<file path="config.mk">
export PLATFORM = sky130hd
export DESIGN_NAME = lr_resv_unit
export DESIGN_NICKNAME = d
export VERILOG_FILES = /design/src/rtl/lr_resv_unit.sv
export SDC_FILE = /design/constraint.sdc
export NUM_CORES = 1
export LEC_CHECK = 0
export BUFFER_PORTS_ARGS = -buffer_cell sky130_fd_sc_hd__buf_2
export CAP_MARGIN = 5
export CORE_ASPECT_RATIO = 1.4
export CORE_MARGIN = 1.5
export CORE_UTILIZATION = 35
export CTS_CLUSTER_SIZE = 24
export DETAILED_ROUTE_END_ITERATION = 16
export SLEW_MARGIN = 10
export SYNTH_ARGS = -nofsm -noshare
export SYNTH_HDL_FRONTEND = slang
export SYNTH_SLANG_ARGS = --single-unit
export TNS_END_PERCENT = 10
</file>
<file path="constraint.sdc">
create_clock -name clk -period 3.1 [get_ports clk]
set_clock_uncertainty 0.1 [all_clocks]
set_input_delay 0.62 -clock clk [delete_from_list [all_inputs] [get_ports clk]]
set_output_delay 0.62 -clock clk [all_outputs]
set_load 0.1 [all_outputs]
</file>
<file path="src/rtl/lr_resv_unit.sv">
module lr_resv_unit #(
  parameter int ADDR_W = 32,
  parameter int LINE_W = 6,
  parameter int IDX_W  = 6,
  parameter int WAY_W  = 2
) (
  input  logic              clk,
  input  logic              rst,
  input  logic              req_valid,
  input  logic              req_load,
  input  logic              req_reserve,
  input  logic              req_first,
  input  logic              req_last,
  input  logic [IDX_W-1:0]  req_index,
  input  logic [WAY_W-1:0]  req_way,
  input  logic [ADDR_W-1:0] s1_raddr,
  input  logic              s1_hit,
  input  logic              ld_data_ok,
  input  logic              snp_cyc,
  input  logic              snp_stb,
  input  logic              snp_we,
  input  logic [ADDR_W-1:0] snp_addr,
  input  logic              snp_tag_hit,
  input  logic [WAY_W-1:0]  snp_tag_way,
  input  logic              m_stall,
  input  logic              m_ack,
  output logic              m_cyc,
  output logic              m_stb,
  output logic              m_we,
  output logic              cache_we,
  output logic              sc_done,
  output logic              sc_pass
);
  localparam int LA_W = ADDR_W - LINE_W;

  typedef enum logic {ST_IDLE, ST_SC} st_t;
  st_t state;

  logic [LA_W-1:0] snp_line, s1_line, rsv_line, snp_q_line, sc_line;
  logic snp_act, snp_q_v, rsv_valid, rsv_pend, rsv_live;
  logic kill_now, kill_prev, kill, poison0;
  logic s1_v, s1_ld, s1_first, s1_last, s1_poison;
  logic lr_cap, sc_go, sc_bad, sc_last, sc_hit;
  logic unused_low;

  assign snp_line   = snp_addr[ADDR_W-1:LINE_W];
  assign s1_line    = s1_raddr[ADDR_W-1:LINE_W];
  assign unused_low = ^{snp_addr[LINE_W-1:0], s1_raddr[LINE_W-1:0]};

  assign snp_act   = snp_cyc & snp_stb & snp_we & ~(m_cyc & ~m_stall);
  assign rsv_live  = rsv_valid | rsv_pend;
  assign kill_now  = snp_act & rsv_live & (snp_line == rsv_line);
  assign kill_prev = snp_q_v & rsv_live & (snp_q_line == rsv_line);
  assign kill      = kill_now | kill_prev;

  assign poison0 = req_valid & req_reserve & req_load & snp_act & snp_tag_hit &
                   (snp_tag_way == req_way) &
                   (snp_addr[LINE_W +: IDX_W] == req_index);

  assign lr_cap = s1_v & s1_ld & s1_first;
  assign sc_go  = s1_v & ~s1_ld & (state == ST_IDLE);
  assign sc_bad = (state == ST_SC) &
                  (~rsv_valid | kill_now | (sc_line != rsv_line));

  always_ff @(posedge clk) begin
    if (rst) begin
      state      <= ST_IDLE;
      snp_q_v    <= 1'b0;
      snp_q_line <= '0;
      rsv_valid  <= 1'b0;
      rsv_pend   <= 1'b0;
      rsv_line   <= '0;
      s1_v       <= 1'b0;
      s1_ld      <= 1'b0;
      s1_first   <= 1'b0;
      s1_last    <= 1'b0;
      s1_poison  <= 1'b0;
      sc_line    <= '0;
      sc_last    <= 1'b0;
      sc_hit     <= 1'b0;
      m_cyc      <= 1'b0;
      m_stb      <= 1'b0;
      m_we       <= 1'b0;
      cache_we   <= 1'b0;
      sc_done    <= 1'b0;
      sc_pass    <= 1'b0;
    end else begin
      snp_q_v    <= snp_act;
      snp_q_line <= snp_line;
      s1_v       <= req_valid & req_reserve;
      s1_ld      <= req_load;
      s1_first   <= req_first;
      s1_last    <= req_last;
      s1_poison  <= poison0;
      cache_we   <= 1'b0;
      sc_done    <= 1'b0;
      sc_pass    <= 1'b0;

      if (ld_data_ok && rsv_pend) begin
        rsv_valid <= 1'b1;
        rsv_pend  <= 1'b0;
      end
      if (lr_cap) begin
        rsv_line  <= s1_line;
        rsv_valid <= ld_data_ok & ~s1_poison;
        rsv_pend  <= ~ld_data_ok & ~s1_poison;
      end

      case (state)
        ST_IDLE: begin
          if (sc_go) begin
            state   <= ST_SC;
            sc_line <= s1_line;
            sc_last <= s1_last;
            sc_hit  <= s1_hit;
          end
        end
        ST_SC: begin
          if (sc_bad) begin
            state     <= ST_IDLE;
            m_cyc     <= 1'b0;
            m_stb     <= 1'b0;
            m_we      <= 1'b0;
            sc_done   <= 1'b1;
            rsv_valid <= 1'b0;
          end else if (!m_cyc) begin
            m_cyc <= 1'b1;
            m_stb <= 1'b1;
            m_we  <= 1'b1;
          end else begin
            if (m_stb && !m_stall) begin
              m_stb    <= 1'b0;
              cache_we <= sc_hit;
            end
            if (m_ack) begin
              state   <= ST_IDLE;
              m_cyc   <= 1'b0;
              m_stb   <= 1'b0;
              m_we    <= 1'b0;
              sc_done <= 1'b1;
              sc_pass <= 1'b1;
              if (sc_last) rsv_valid <= 1'b0;
            end
          end
        end
        default: state <= ST_IDLE;
      endcase

      if (kill) begin
        rsv_valid <= 1'b0;
        rsv_pend  <= 1'b0;
      end
    end
  end
endmodule

</file>
==> results of run 1 <==
-- final cells by class --
| type | count | share of cell area (%) |
|---|---|---|
| inverter | 3 | 0.230 |
| sequential | 95 | 38.8 |
| multi-input combinational | 352 | 41.9 |
| clock buffer | 10 | 4.88 |
| timing repair buffer | 87 | 9.14 |
| tap | 144 | 3.68 |
| clock inverter | 6 | 1.38 |
-- layer usage --
metal | share of wire [%] | vias to the layer above | track usage [%]
li1 | - | 1700 | -
met5 | 0 | - | 0
met1 | 42 | 1554 | 21.3
met4 | 3.2 | 0 | 7.37
met2 | 50 | 107 | 33.2
met3 | 4.7 | 21 | 3.32
-- power groups by stage --
stage	clock network, uW	registers, uW	logic [uW]
finish	1120	1270	206
global route	1190	1280	226
CTS	1140	1270	208
detailed placement	0	1300	206
global placement	0	1300	204
floorplan	0	1300	107
-- cells in the final DEF (no fill, tap or decap), types with 4 or more instances in the layout --
cell,synthesis,layout
dfxtp_1,95,95
nand3_1,4,4
nand4_1,12,12
nand2_1,115,115
xnor2_1,40,40
nor2_1,9,9
nor4_1,12,12
buf_2,0,82
xor2_1,45,45
nor3_1,6,6
clkbuf_16,0,9
buf_4,0,5
nor2b_1,30,30
a21oi_1,59,59
-- per-stage QoR --
| step | cells | util (%) | power (uW) | instance area (sq um) |
|---|---|---|---|---|
| finish | 697 | 43.4 | 2600 | 4900 |
| global route | 697 | 43.4 | 2690 | 4900 |
| detailed placement | 681 | 40.7 | 1510 | 4590 |
| floorplan | 471 | - | 1400 | 4040 |
| CTS | 697 | 43.4 | 2630 | 4900 |
| global placement | 681 | 40.7 | 1500 | 4590 |
-- logic make-up after synthesis --
| family | Yosys count | synth area share [%] |
|---|---|---|
| buffers and inverters | 24 | 2.23 |
| xor gates and xnor gates | 85 | 18.4 |
| and+or+nand+nor | 198 | 22.9 |
| AOI/OAI and AO/OA | 69 | 9.38 |
| DFF | 95 | 47.0 |
-- worst max-delay path: stages --
cell,delay (ns)
buf_2,0.12
xor2_1,0.15
or4_1,0.50
or4_4,0.43
o211ai_2,0.35
or3_1,0.18
a21oi_1,0.06
-- final timing paths --
path	start	end	slack (ns)	depth (start not counted)
setup / recovery	snp_addr[7]	state	0.76	7
hold / removal	s1_last	sc_last	0.34	2
setup reg to reg	rsv_line[1]	state	0.76	6
hold reg to reg	s1_last	sc_last	0.34	2
==> metrics, run 1 <==
status finished, final reports clean; CP Class in2reg; worst slew pin tran 1.16 ns; Netlist Area Pre-Place 4040 sq um; setup ws final 0.761 ns; Sw Ratio 23.2%; drt wl/cell 15.5 microns; Placement Setup Slack 0.404 ns; final worst-path cycle share 75.5%; TNS Setup 0 ns; share of layout cells above drive strength 1 19.7%; top cell type's share of synthesized area 47.0%; Req. time, crit path 3.18 ns; pin count of the biggest net entering global routing 41; Area Growth Syn to Fin 21.2%; CTS tree done; PortBufs 82; CP Capture Type flop; Yosys reg bits 95; DRC viols 0; initial cell density of the core 35.8%; Largest regs rsv_line x26, sc_line x26, snp_q_line x26; total congestion overflow 0; critical path launch point type input pin; Max transition margin 22.6%; Final Hold Viols 0; Leak 0.00196 uW; area leader, netlist dfxtp_1; vias in the first global route 3370; most numerous cell in the Yosys netlist nand2_1; Die W 93.8 microns; number of enable flip-flop cells after synthesis 0; Num CTS Buffers 9; ANT nets after route 0; Layout fillers 1201; All-Layer GR Usage 18.4%; clock latency on the worst-skew pair 0.34 ns; main area contributors after synthesis dfxtp_1 (47%), nand2_1 (11%), xor2_1 (9.7%); Worst Hold Class reg2reg; Final nets 637; Total Die Area 12200 sq um; FFs w/ async S/R, synth 0%; crit path max fanout 7; First DRT Iteration DRCs 170; post-synthesis cell type count 30; net switching power 602 uW; Clk pwr share 43.1%; sequential share of power 49.0%; final slew viol count 0; clock-pin slew on the worst setup and hold paths 0.07 ns; maxcap violations 0; core area 11300 sq um; vias 3382; CTS root buffer clkbuf_16; post-synthesis cell count 471; peak supply drop 320 uV; H-tree levels 3; Final Routed Wirelength 10800 microns; most frequent cells after synthesis nand2_1 (115), dfxtp_1 (95), a21oi_1 (59); number of setup buffers added after CTS 0; Storage cell area 1900 sq um; post-cts resize count 0; syn_nets 560; Arr. time, crit path 2.41 ns; Comb power frac 7.9%; # setup viols final 0; ys flop type dfxtp_1; register area share after synthesis 47.0%; area of the multi-input gates 2050 sq um; # diodes 0; first-pass GRT wire length 16900 microns; internal power 2000 uW; Avg Cell Area, Syn 8.58 sq um; GP Congestion 0.789; pwr dens 530 nW/um^2; min cycle time layout 2.34 ns; HPWL Detailed 7920 microns; initial antenna violation count 0; DIE HEIGHT 130 microns; vias per cell 4.85; fmax 428 MHz; Hold WS 0.337 ns; clk buf depth 2; number of I/O pins 95; cts-stage hold buffer count 0; RSZ-0062 raised after global routing false; clk sinks 95; DR pass1 iterations 4; # rows 46; Ys Warns 0
Power figures use the tool's default switching activity.
==> run 2, diff against run 1 <==
==> constraint.sdc (replaced) <==
create_clock -name clk -period 2.2 [get_ports clk]
set_clock_uncertainty 0.1 [all_clocks]
set_input_delay 0.44 -clock clk [delete_from_list [all_inputs] [get_ports clk]]
set_output_delay 0.44 -clock clk [all_outputs]
set_load 0.1 [all_outputs]
==> metrics, run 2 (synthesized netlist as in run 1, its figures left out) <==
# setup viols final 1; fmax 454 MHz; Worst R2R End m_cyc; CP bufs+invs 0; CP Capture Type flop; drt wl/cell 15.5 microns; first-pass GRT wire length 17400 microns; maxcap violations 0; pwr dens 716 nW/um^2; initial antenna violation count 0; Max transition margin 59.6%; Worst Reg-to-Reg Cells 6; Leak 0.00208 uW; H-tree levels 3; PortBufs 82; R2R setup slack -0.004 ns; critical-path cell list xor2_1 -> or4_1 -> or4_4 -> o211ai_4 -> or3_1 -> a21oi_1; number of I/O pins 95; CP Class reg2reg; status finished with violations; final slew viol count 0; clk buf depth 2; Total Die Area 12200 sq um; TNS Setup -0.00381 ns; min cycle time layout 2.20 ns; worst slew pin tran 0.605 ns; core area 11300 sq um; pin count of the biggest net entering global routing 54; clock latency on the worst-skew pair 0.35 ns; hold path start ld_data_ok; Area Growth Syn to Fin 25.6%; peak supply drop 351 uV; Req. time, crit path 2.31 ns; clock-pin slew on the worst setup and hold paths 0.07 ns; initial cell density of the core 35.8%; DRC viols 0; final worst-path cycle share 100%; critical path launch point type flop; setup ws final -0.00381 ns; failing checks negative setup slack; DR pass1 iterations 4; CTS tree done; # diodes 0; Die W 93.8 microns; Tot Pwr 3630 uW; Hold Crit Depth 2; commonest non-fill, non-tap cell in the layout nand2_1; Arr. time, crit path 2.31 ns; reg2reg start rsv_line[1]; vias 3468; number of setup buffers added after CTS 0; First DRT Iteration DRCs 183; Largest regs rsv_line x26, sc_line x26, snp_q_line x26; Final Hold Viols 0; vias per cell 4.83; cts-stage hold buffer count 0; crit path max fanout 7; vias in the first global route 3475; GP Congestion 0.856; ANT nets after route 0; Top delay family on crit path simple AND/OR/NAND/NOR gates; Worst Hold Class in2reg; CTS root buffer clkbuf_16; Num CTS Buffers 9; slowest cell delay on critical path 0.51 ns; commonest non-fill, non-tap cells in the layout nand2_1 (115), dfxtp_1 (93), buf_2 (82); share of layout cells above drive strength 1 23.0%; Final Routed Wirelength 11100 microns; Critical-path top delay cell or4_1; All-Layer GR Usage 19.1%; clk sinks 95; DIE HEIGHT 130 microns; WHS Endpoint rsv_pend; RSZ-0062 raised after global routing true; HPWL Detailed 8410 microns; total congestion overflow 0; # rows 46; Final nets 658; Hold WS 0.177 ns
## run 2: cell types whose count changed in the layout (fill, tap and decap cells not counted), moves of 2 or more
cell,change
dfxtp_1,-2
clkbuf_1,+2
dfxtp_2,+2
buf_4,+20
## run 2: worst max path at each step
stage,start,cells after the start,endpoint,slack [ns]
after floorplan,snp_addr[21],6,m_stb,0.004
after global placement,snp_addr[7],7,m_cyc,-0.26
after detailed placement,snp_addr[21],7,m_cyc,-0.31
after CTS,rsv_line[1],6,m_cyc,0.005
after global routing,rsv_line[1],6,m_cyc,-0.07
final,rsv_line[1],6,m_cyc,-0.004
## run 2: area by class of cell
| cell class | instances | area [sq um] |
|---|---|---|
| Fill cell | 1144 | 6200 |
| Tap cell | 144 | 180 |
| Clock inverter | 5 | 58.8 |
| Clock buffer | 11 | 233 |
| Multi-Input combinational cell | 352 | 2070 |
| Sequential cell | 95 | 1900 |
| Timing Repair Buffer | 108 | 618 |
| Inverter | 3 | 11.3 |
## run 2: what timing repair did
action / 4_1_cts / 5_1_grt
pin swaps: 2 / 0
setup endpoints to repair: 7 / 7
resized for setup: 3 / 1
## run 2: metal layers
metal / GRT usage, % / part of all wire [%]
met2: 34.7 / 52
met4: 7.20 / 1.9
met5: 0 / 0
met1: 22.2 / 42
met3: 3.26 / 4.4
## run 2: through the flow
| step | setup slack, ns | area [sq um] | util [%] | cells |
|---|---|---|---|---|
| 6_report | -0.00381 | 5080 | 45.0 | 718 |
| 5_1_grt | -0.0701 | 5080 | 45.0 | 718 |
| 4_1_cts | 0.00460 | 5080 | 45.0 | 718 |
| 3_5_place_dp | -0.306 | 4760 | 42.2 | 702 |
| 3_3_place_gp | -0.265 | 4760 | 42.2 | 702 |
| 2_1_floorplan | 0.00449 | 4040 | - | 471 |
## run 2: power breakdown
part | internal, uW | leakage [uW] | switching [uW]
combinational | 141 | 0.00117 | 167
clock | 881 | 0.000136 | 651
sequential | 1770 | 0.000776 | 26.4
total | 2790 | 0.00208 | 845
==> run 3, diff against run 2 <==
--- a/config.mk
+++ b/config.mk
@@ -9,7 +9,7 @@
 export CAP_MARGIN = 5
 export CORE_ASPECT_RATIO = 1.4
 export CORE_MARGIN = 1.5
-export CORE_UTILIZATION = 35
+export CORE_UTILIZATION = 40
 export CTS_CLUSTER_SIZE = 24
 export DETAILED_ROUTE_END_ITERATION = 16
 export SLEW_MARGIN = 10
==> metrics, run 3 (synthesized netlist as in run 1, its figures left out) <==
status finished, final reports clean; TNS Setup 0 ns; DIE HEIGHT 122 microns; worst slew pin tran 0.487 ns; CP bufs+invs 1; initial antenna violation count 0; Total Die Area 10700 sq um; First DRT Iteration DRCs 179; commonest non-fill, non-tap cell in the layout nand2_1; commonest non-fill, non-tap cells in the layout nand2_1 (115), dfxtp_1 (92), buf_2 (82); Comb power frac 8.3%; pin count of the biggest net entering global routing 92; All-Layer GR Usage 21.3%; cts-stage hold buffer count 0; Leak 0.00207 uW; Num CTS Buffers 9; Req. time, crit path 2.31 ns; CTS root buffer clkbuf_16; Die W 88.0 microns; drt wl/cell 15.0 microns; H-tree levels 3; number of I/O pins 95; setup ws final 0.0382 ns; clock-pin slew on the worst setup and hold paths 0.06 ns; first-pass GRT wire length 16700 microns; DRC viols 0; # setup viols final 0; ANT nets after route 0; Tot Pwr 3650 uW; final worst-path cycle share 98.3%; HPWL Detailed 7720 microns; Critical-path top delay cell or4_1; clk buf depth 2; slowest cell delay on critical path 0.49 ns; vias in the first global route 3339; total congestion overflow 0; net switching power 808 uW; # rows 43; Arr. time, crit path 2.27 ns; vias 3400; Final Hold Viols 0; number of setup buffers added after CTS 0; GP Congestion 0.812; # diodes 0; Worst Hold Class in2reg; sequential share of power 49.1%; PortBufs 82; final slew viol count 0; Clk pwr share 42.6%; CTS tree done; share of layout cells above drive strength 1 23.5%; Largest regs rsv_line x26, sc_line x26, snp_q_line x26; min cycle time layout 2.16 ns; maxcap violations 0; Final nets 656; fmax 463 MHz; CP Class reg2reg; CP Capture Type flop; internal power 2840 uW; core area 9850 sq um; initial cell density of the core 41.1%; clock latency on the worst-skew pair 0.34 ns; Sw Ratio 22.1%; critical path launch point type flop; vias per cell 4.82; clk sinks 95; Max transition margin 67.7%; critical-path cell list xor2_1 -> or4_1 -> or4_4 -> o211ai_2 -> buf_6 -> or3_1 -> a21oi_1; Hold WS 0.186 ns; Top delay family on crit path simple AND/OR/NAND/NOR gates; post-placement cell count 691; crit path max fanout 7; Final Routed Wirelength 10600 microns; Area Growth Syn to Fin 25.6%; RSZ-0062 raised after global routing true; peak supply drop 380 uV; Placement Setup Slack -0.207 ns; fin cells 706; DR pass1 iterations 4; pwr dens 719 nW/um^2
[run 3: worst paths after layout]
check	from	to	slack [ns]	depth (start not counted)
hold reg to reg	s1_last	sc_last	0.34	2
setup / recovery	rsv_line[1]	m_cyc	0.04	7
setup reg to reg	rsv_line[1]	m_cyc	0.04	7
hold / removal	ld_data_ok	rsv_pend	0.19	2
[run 3: through the flow]
stage	utilization (%)	area [sq um]
final	51.6	5080
after global routing	51.6	5080
after CTS	51.3	5050
after detailed placement	48.1	4740
after global placement	48.1	4740
after floorplan	-	4040
[run 3: layer usage]
| layer | vias up | track usage (%) | share of wire, % |
|---|---|---|---|
| met5 | - | 0 | 0 |
| met2 | 82 | 37.4 | 51 |
| li1 | 1739 | - | - |
| met1 | 1560 | 25.4 | 42 |
| met4 | 0 | 7.64 | 2.2 |
| met3 | 19 | 3.93 | 5.1 |
[run 3: power by group through the flow]
stage               Sequential (uW)  Clock [uW]  Combinational [uW]
floorplan                      1830           0                 151
global placement               1830           0                 298
detailed placement             1830           0                 301
CTS                            1790        1590                 307
global route                   1800        1670                 334
finish                         1790        1550                 304
[run 3: cell type report]
class | instances | area, sq um
clock buffer | 12 | 256
clock inverter | 3 | 42.5
fill | 966 | 4770
inverter | 3 | 11.3
multi-input combinational | 352 | 2080
sequential | 95 | 1910
tap | 135 | 169
timing repair buffer | 106 | 607
[run 3: repair_timing]
item,4_1_cts,5_1_grt
gates resized for setup,3,5
pin swaps,0,4
setup endpoints to repair,4,8
